File: src/rtl/tick_reinject_pkg.sv
package tick_reinject_pkg;

  // Saturating up/down step; simultaneous up and down cancel.
  function automatic logic [31:0] sat_step(input logic [31:0] cur,
                                           input logic [31:0] top,
                                           input logic        up,
                                           input logic        down);
    logic [31:0] nxt;
    nxt = cur;
    if (up && !down) begin
      if (cur != top) nxt = cur + 32'd1;
    end else if (down && !up) begin
      if (cur != 32'd0) nxt = cur - 32'd1;
    end
    return nxt;
  endfunction

endpackage

File: src/rtl/pend_counter.sv
module pend_counter #(
  parameter int CNT_W = 4
) (
  input  logic clk,
  input  logic rst_n,
  input  logic inc,
  input  logic dec,
  input  logic clr,
  output logic nonzero
);
  import tick_reinject_pkg::*;

  localparam logic [CNT_W-1:0] CNT_MAX = '1;

  logic [CNT_W-1:0] cnt_q;
  logic [CNT_W-1:0] cnt_d;

  always_comb begin
    if (clr) cnt_d = '0;
    else     cnt_d = CNT_W'(sat_step(32'(cnt_q), 32'(CNT_MAX), inc, dec));
  end

  always_ff @(posedge clk) begin
    if (!rst_n) cnt_q <= '0;
    else        cnt_q <= cnt_d;
  end

  assign nonzero = |cnt_q;


  clr_zero_chk: assert property (@(posedge clk) disable iff (!rst_n)
    clr |=> (cnt_q == '0));


  no_overflow_chk: assert property (@(posedge clk) disable iff (!rst_n)
    (cnt_q == CNT_MAX && inc && !dec && !clr) |=> (cnt_q == CNT_MAX));


  no_underflow_chk: assert property (@(posedge clk) disable iff (!rst_n)
    (cnt_q == '0 && dec && !inc && !clr) |=> (cnt_q == '0));


  net_zero_chk: assert property (@(posedge clk) disable iff (!rst_n)
    (inc && dec && !clr) |=> $stable(cnt_q));

endmodule

File: src/rtl/ack_gate.sv
module ack_gate (
  input  logic clk,
  input  logic rst_n,
  input  logic ack_i,
  input  logic clr,
  input  logic fire,
  output logic flag,
  output logic irq
);

  logic flag_q;
  logic irq_q;

  always_ff @(posedge clk) begin
    if (!rst_n) begin
      flag_q <= 1'b1;
      irq_q  <= 1'b0;
    end else begin
      if (clr || ack_i) flag_q <= 1'b1;
      else if (fire)    flag_q <= 1'b0;
      irq_q <= fire;
    end
  end

  assign flag = flag_q;
  assign irq  = irq_q;


  ack_set_chk: assert property (@(posedge clk) disable iff (!rst_n)
    ack_i |=> flag_q);


  fire_clear_chk: assert property (@(posedge clk) disable iff (!rst_n)
    (fire && !ack_i && !clr) |=> !flag_q);


  pulse_once_chk: assert property (@(posedge clk) disable iff (!rst_n)
    irq_q |=> !irq_q);

endmodule

File: src/rtl/tick_reinject.sv
module tick_reinject #(
  parameter int CNT_W = 4
) (
  input  logic clk,
  input  logic rst_n,
  input  logic expiry_i,
  input  logic ack_i,
  input  logic mask_chg_i,
  input  logic mask_val_i,
  input  logic reprog_i,
  input  logic service_i,
  output logic irq_o
);

  logic clr;
  logic pending;
  logic flag;
  logic fire;

  // Unmask and reprogram both flush the backlog.
  assign clr  = reprog_i || (mask_chg_i && !mask_val_i);
  assign fire = service_i && pending && flag && !clr && !irq_o;

  pend_counter #(.CNT_W(CNT_W)) u_cnt (
    .clk     (clk),
    .rst_n   (rst_n),
    .inc     (expiry_i),
    .dec     (ack_i),
    .clr     (clr),
    .nonzero (pending)
  );

  ack_gate u_gate (
    .clk   (clk),
    .rst_n (rst_n),
    .ack_i (ack_i),
    .clr   (clr),
    .fire  (fire),
    .flag  (flag),
    .irq   (irq_o)
  );


  irq_cause_chk: assert property (@(posedge clk) disable iff (!rst_n)
    $rose(irq_o) |-> $past(service_i));


  clr_block_chk: assert property (@(posedge clk) disable iff (!rst_n)
    clr |=> !irq_o);

endmodule

File: config.mk
export PLATFORM = sky130hd
export DESIGN_NAME = tick_reinject
export DESIGN_NICKNAME = d
export VERILOG_FILES = /design/src/rtl/tick_reinject_pkg.sv /design/src/rtl/pend_counter.sv /design/src/rtl/ack_gate.sv /design/src/rtl/tick_reinject.sv
export SDC_FILE = /design/constraint.sdc
export NUM_CORES = 1
export LEC_CHECK = 0
export ABC_AREA = 0
export BUFFER_PORTS_ARGS = -buffer_cell sky130_fd_sc_hd__buf_2
export CAP_MARGIN = 20
export CELL_PAD_IN_SITES_DETAIL_PLACEMENT = 1
export CELL_PAD_IN_SITES_GLOBAL_PLACEMENT = 2
export CORE_MARGIN = 3
export CORE_UTILIZATION = 25
export DETAILED_ROUTE_END_ITERATION = 6
export PLACE_DENSITY = 0.68
export SLEW_MARGIN = 25
export SYNTH_ARGS = -nofsm -noshare
export SYNTH_HDL_FRONTEND = slang
export SYNTH_SLANG_ARGS = --single-unit
File: constraint.sdc
create_clock -name clk -period 1.3 [get_ports clk]
set_input_delay 0.13 -clock clk [delete_from_list [all_inputs] [get_ports clk]]
set_output_delay 0.13 -clock clk [all_outputs]
set_load 0.01 [all_outputs]
==> results by group, run 1 <==
Clocking
  – Postcts setup bufs: 0
  – Clock tree buffer depth: 2
  – CTS tree: yes
  – Root buffer cell: clkbuf_4
  – CTS Buf Count: 3
  – Clk_lat worst skew: around 0.23 ns
  – Cts hold-fix bufs: 0
  – Clock-pin slew on the worst setup and hold paths: 0.04 ns
  – CTS Sinks: 6
  – H-tree Lvls: 1

Floorplan
  – I/O pin count: 9
  – Die W: 43.90 um
  – Core area: 1318 um2
  – Die area: 1927 um2
  – Die Ht: around 44 um
  – Row Count: 13
  – Starting Density: 0.2726

Flow run
  – Max-cap viol count: 0

STA
  – Min Hold Slack: between 0.2 and 0.25 ns
  – RSZ-0062 raised after global routing: yes
  – Final setup fails: 1
  – Setup ws final: -0.03279 ns
  – Rel. slew slack: 0.7952
  – Count of final hold-check violations: 0
  – Top achievable clock speed: 750.3 MHz
  – Setup TNS: -0.03279 ns
  – Worst-margin pin slew: just over 0.3 ns
  – Slew Viols, Final: 0
  – Clock skew: roughly 0.0018 ns
  – Minimum clock period after layout: 1.333 ns
  – Tcrit/Tclk final: 1.025

Place
  – GPL Wtd Cong: 0.6287
  – Placed inst area: 449.2 um2
  – IO buf count: 8
  – Cells after DPL: 62
  – Pre-CTS setup slack: -0.1020 ns

Critical path
  – CP Class: reg -> reg
  – CP endpoint kind: flop
  – Worst R2R Setup Slack: -0.03 ns
  – Reg2reg path depth: 6
  – Arrival @ worst endpoint: between 1 and 1.5 ns
  – Crit path max fanout: 4
  – CP Launch Type: flop
  – WP data required: 1.42 ns

Layout
  – Syn-to-layout area delta: 39.37%
  – Non-filler cells, final: 65
  – Nets: 62
  – Final Util: 0.3799
  – Most common cell after layout, fill and taps aside: buf_2
  – Fin area: roughly 500 um2
  – Layout cells sized above 1: 0.5000
  – Most frequent cells in the layout: buf_2 (8), nor2_1 (5), buf_4 (4), clkbuf_4 (3), dfxtp_1 (3)
  – Area of the multi-input gates: approximately 260 um2
  – Antenna cells: 0
  – Fillcell total: about 150
  – Reg area: roughly 130 um2

Yosys
  – Syn Inst Count: 36
  – Yosys cell types: 22
  – Synth warnings: 0
  – Seq cells post-synth: 6
  – Syn_nets: between 40 and 50
  – Syn_area_per_cell: 9.975 um2
  – Register area share after synthesis: 0.3345
  – Netlist Area Pre-Place: 359.1 um2

Global route
  – Tot GR Track Use: 0.09572
  – Largest net degree at the start of global routing: 8
  – Total grt overflow: 0
  – Initial antenna violation count: 0
  – First-pass GRT wire length: 1.359 mm
  – Vias in the first global route: around 320

Route
  – Via count: 314
  – Via/cell ratio: slightly below 5
  – Routed len/inst: 11.37 um
  – Post-Route WL: 739 um
  – Post-route DRC: 0
  – Pre-Repair DR Iteration Count: 1
  – Post-route ant nets: 0
  – Drt initial violations: 0

Power and ir drop
  – Pwr Total: 0.4558 mW
  – Switching share of power: 0.2362
  – Pwr Density: between 900 and 1000 nW/um2
  – Peak supply drop: 477.6 uV
  – Combinational fraction of design power: 0.218
  – Sequential power share: 0.432
  – Internal: 0.3482 mW
  – Psw: 0.1077 mW
  – Clock share of power: 0.350
  – Leakage: 0.2116 nW

Status
  – Status: finished with violations
  – Failing checks: setup timing

Worst hold path
  – Hold WC Path Type: in -> reg
  – Hold depth: 3
## power by group through the flow
stage | clock [mW] | combinational [mW] | sequential [mW]
floorplan | 0 | 0.0608 | 0.200
global placement | 0 | 0.0869 | 0.200
detailed placement | 0 | 0.0894 | 0.201
CTS | 0.169 | 0.0986 | 0.198
global route | 0.185 | 0.110 | 0.198
finish | 0.160 | 0.0993 | 0.197
## registers in the layout, indices dropped and copies added, names as in the netlist
name and flops:
u_gate.irq 1, u_cnt.cnt_q 4, u_gate.flag 1
## timing repair
action / in CTS / in global routing
pin swaps: 0 / 3
gates resized for setup: 6 / 3
endpoints found under the setup margin: 5 / 5
endpoints found under the hold margin: 0 / 0
## synthesized netlist by cell type
| master | count | share of area |
|---|---|---|
| dfxtp_1 | 6 | 0.33 |
| nor2_1 | 5 | 0.052 |
| ha_1 | 2 | 0.070 |
| mux2i_1 | 2 | 0.056 |
| nand2b_1 | 2 | 0.035 |
| xnor2_1 | 2 | 0.049 |
| xor2_1 | 2 | 0.049 |
| a211o_1 | 1 | 0.024 |
| a21oi_1 | 1 | 0.014 |
| a31oi_1 | 1 | 0.017 |
| and3b_1 | 1 | 0.024 |
| and4_2 | 1 | 0.028 |
| buf_6 | 1 | 0.031 |
| inv_1 | 1 | 0.010 |
| nand2b_4 | 1 | 0.038 |
| nand3b_1 | 1 | 0.021 |
| nor3_1 | 1 | 0.014 |
| nor4_2 | 1 | 0.035 |
| o21ai_0 | 1 | 0.014 |
| o21ai_2 | 1 | 0.024 |
| o22ai_2 | 1 | 0.035 |
| or3b_1 | 1 | 0.024 |
## layer usage
layer | GRT usage | share of wire | vias to the layer above
met1 | 0.1111 | 0.41 | 149
li1 | - | - | 158
met2 | 0.1570 | 0.55 | 7
met3 | 0.02490 | 0.041 | 0
met4 | 0.05422 | 0 | 0
met5 | 0 | 0 | -
## cells by family (layout without fill, tap and decap cells)
kind of cell               Yosys count  in the layout  share of synthesized area
xor gates and xnor gates             4              4                    0.09758
buffers and inverters                2             16                    0.04180
AOI/OAI and AO/OA                    6              6                     0.1289
and+or+nand+nor                     14             14                     0.2718
muxes                                2              2                    0.05575
adders and majority gates            2              2                    0.06968
DFF                                  6              6                     0.3345
## area by class of cell
type | count | area share
flip-flops and latches | 6 | 0.2575
multi-input cells | 28 | 0.5125
inverters | 1 | 0.007500
well taps | 15 | 0.03750
repair buffers | 12 | 0.1400
clock buffers | 3 | 0.04500
## final timing paths
check / start / to
worst max-delay path: u_cnt.cnt_q[2] / u_cnt.cnt_q[3]
worst min-delay path: ack_i / u_gate.flag
worst max register to register: u_cnt.cnt_q[2] / u_cnt.cnt_q[3]
worst min register to register: u_gate.flag / u_gate.irq
## worst max-delay path, cell delays in order (launching register included)
cell and delay, ns:
dfxtp_4 0.36, ha_4 0.27, o21ai_1 0.05, and3b_1 0.17, o21ai_2 0.15, xor2_1 0.16, nor2_1 0.05
Power figures use the tool's default switching activity.
==> run 2, diff against run 1 <==
--- a/config.mk
+++ b/config.mk
@@ -7,3 +7,2 @@
 export LEC_CHECK = 0
-export ABC_AREA = 0
 export BUFFER_PORTS_ARGS = -buffer_cell sky130_fd_sc_hd__buf_2
==> constraint.sdc (replaced) <==
create_clock -name clk -period 1.3 [get_ports clk]
set_input_delay 0.065 -clock clk [delete_from_list [all_inputs] [get_ports clk]]
set_output_delay 0.065 -clock clk [all_outputs]
set_load 0.01 [all_outputs]
==> run 2 against run 1 <==
Compared with the run above: the flow still finishes with violations (setup timing); non-clock buffer count increased by 3; via count increased by 4.1%; die area unchanged; clock skew increased by 0.00069 ns; critical path type unchanged; highest routed layer is now met4.
==> results by group, run 2 (synthesized netlist as in run 1, its figures left out) <==
Route
  – Via count: 327 (+4.1%)
  – M1 WL: 389 um (+29%)
  – Routed len/inst: 13.94 um (+23%)
  – Top sig layer: met4
  – Via/cell ratio: 4.809 (-0.45%)
  – Metal2 WL: 495 um (+22%)
  – Pre-Repair DR Iteration Count: 3 (+2)
  – Post-route DRC: 0 (unchanged)
  – Met3 WL: 38 um (+27%)
  – Post-route ant nets: 0 (unchanged)
  – Post-Route WL: 948 um (+28%)
  – Drt initial violations: 3 (+3)

Critical path
  – Crit path max fanout: 4 (unchanged)
  – Bufs and invs on worst path: 0 (unchanged)
  – CP top delay family: flip-flops
  – Crit path max-delay cell type: dfxtp_4
  – CP Launch Type: flop
  – Arrival @ worst endpoint: 1.49 ns (+0.04 ns)
  – CP endpoint kind: flop
  – Worst-path cell chain: ha_4 > o21ai_2 > and3b_2 > o21ai_2 > xor2_1 > nor2_1
  – CP Class: reg -> reg
  – Largest stage delay, worst path: 0.36 ns (about the same)
  – WP data required: 1.42 ns (about the same)
  – Cell mode on critical path: o21ai_2

Floorplan
  – I/O pin count: 9 (unchanged)
  – Die W: 43.90 um (unchanged)
  – Starting Density: 0.2726 (unchanged)
  – Die area: 1927 um2 (unchanged)
  – Row Count: 13 (unchanged)
  – Core area: 1318 um2 (unchanged)
  – Die Ht: 43.90 um (unchanged)

Place
  – Placed inst area: 444.2 um2 (-1.1%)
  – IO buf count: 8 (unchanged)
  – DP HPWL: 631.4 um
  – Cells after DPL: 63 (+1.6%)
  – Pre-CTS setup slack: -0.1158 ns (-0.01384 ns)
  – GPL Wtd Cong: 0.7346 (+17%)

Global route
  – Total grt overflow: 0 (unchanged)
  – Largest net degree at the start of global routing: 7 (-1)
  – Vias in the first global route: 322 (+0.94%)
  – First-pass GRT wire length: 1.317 mm (-3.1%)
  – Tot GR Track Use: 0.09672 (+0.001002)
  – Initial antenna violation count: 0 (unchanged)

STA
  – Minimum clock period after layout: 1.377 ns (+0.04463 ns)
  – Count of final hold-check violations: 0 (unchanged)
  – RSZ-0062 raised after global routing: yes
  – Worst-margin pin slew: 0.3414 ns (+0.03653 ns)
  – Clock skew: 0.002489 ns (+0.0006883 ns)
  – Top achievable clock speed: 726.0 MHz (-3.2%)
  – Tcrit/Tclk final: 1.060 (+0.03433)
  – Slew Viols, Final: 0 (unchanged)
  – Rel. slew slack: 0.7707 (-0.02453)
  – Final setup fails: 2 (+1)
  – Setup ws final: -0.07742 ns (-0.04463 ns)

Clocking
  – H-tree Lvls: 1 (unchanged)
  – CTS tree: yes
  – Clock tree buffer depth: 2 (unchanged)
  – CTS Sinks: 6 (unchanged)
  – CTS Buf Count: 3 (unchanged)
  – Clock-pin slew on the worst setup and hold paths: 0.04 ns (about the same)
  – Clk_lat worst skew: 0.23 ns (about the same)
  – Root buffer cell: clkbuf_4
  – Cts hold-fix bufs: 0 (unchanged)

Layout
  – Largest reg by FF count: u_cnt.cnt_q
  – Layout cells sized above 1: 0.5849 (+0.08491)
  – Final Util: 0.4027 (+0.02279)
  – Antenna cells: 0 (unchanged)
  – Fin area: 530.5 um2 (+6.0%)
  – Most frequent cells in the layout: buf_2 (8), buf_4 (7), nor2_1 (5), clkbuf_4 (3), dfxtp_1 (3)
  – Reg area: 128.9 um2 (unchanged)
  – Syn-to-layout area delta: 47.74%
  – Fillcell total: 152 (unchanged)
  – Most common cell after layout, fill and taps aside: buf_2
  – Nets: 65 (+4.8%)
  – Area of the multi-input gates: 264.0 um2 (+2.9%)
  – Number of flip-flops under the largest register name: 4 (unchanged)
  – Non-filler cells, final: 68 (+4.6%)

Flow run
  – Max-cap viol count: 0 (unchanged)

Status
  – Status: finished with violations
  – Failing checks: setup timing

Power and ir drop
  – Leakage: 0.2253 nW (+6.5%)
  – Peak supply drop: 378.9 uV (-21%)
  – Pwr Density: 888.5 nW/um2 (-2.4%)
  – Pwr Total: 0.4714 mW (+3.4%)

Worst hold path
  – Hold WC Path Type: in -> reg
run 2: cell types whose count changed in the layout (fill, tap and decap cells not counted), sizes merged:
cell	change
buf	+3
run 2: metrics by stage:
step | TNS, ns | hold WS [ns]
2_1_floorplan | 0 | 0.1594
3_3_place_gp | -0.07036 | 0.3602
3_5_place_dp | -0.2068 | 0.3765
4_1_cts | -0.04241 | 0.1307
5_1_grt | -0.3176 | 0.1595
6_report | -0.07897 | 0.1357
run 2: final cells by class:
type                            count  area share
Clock buffer                        3     0.04245
Sequential cell                     6      0.2429
Timing Repair Buffer               15      0.1745
Tap cell                           15     0.03538
Multi-Input combinational cell     28      0.4976
Inverter                            1    0.007075
run 2: path summary, 6_finish.rpt:
check	slack, ns	to	startpoint	cells past startpoint
worst min-delay path	0.14	u_gate.flag	ack_i	3
worst max register to register	-0.08	u_cnt.cnt_q[3]	u_cnt.cnt_q[2]	6
worst min register to register	0.44	u_gate.irq	u_gate.flag	2
worst max-delay path	-0.08	u_cnt.cnt_q[3]	u_cnt.cnt_q[2]	6
run 2: repair_timing:
item                       4_1_cts  5_1_grt
resized for setup                6        7
buffers inserted                 0        2
setup endpoints to repair        5        4
pin swaps                        3        4
run 2: worst reg2reg max path, delay by kind of cell (launching register included):
| kind | cells | cell delay (ns) |
|---|---|---|
| DFF | 1 | 0.36 |
| adders and majority gates | 1 | 0.29 |
| and+or+nand+nor | 2 | 0.27 |
| AOI/OAI and AO/OA | 2 | 0.21 |
| xor gates and xnor gates | 1 | 0.15 |
run 2: routing by layer:
layer / up-vias / track usage
li1: 165 / -
met5: - / 0
met1: 150 / 0.1117
met3: 4 / 0.01245
met4: 0 / 0.07229
met2: 8 / 0.1599
run 2: power breakdown:
group	switching, mW	internal, mW	leakage [nW]
combinational	0.0503	0.0628	0.161
clock	0.0585	0.104	0.0138
sequential	0.00805	0.188	0.0507
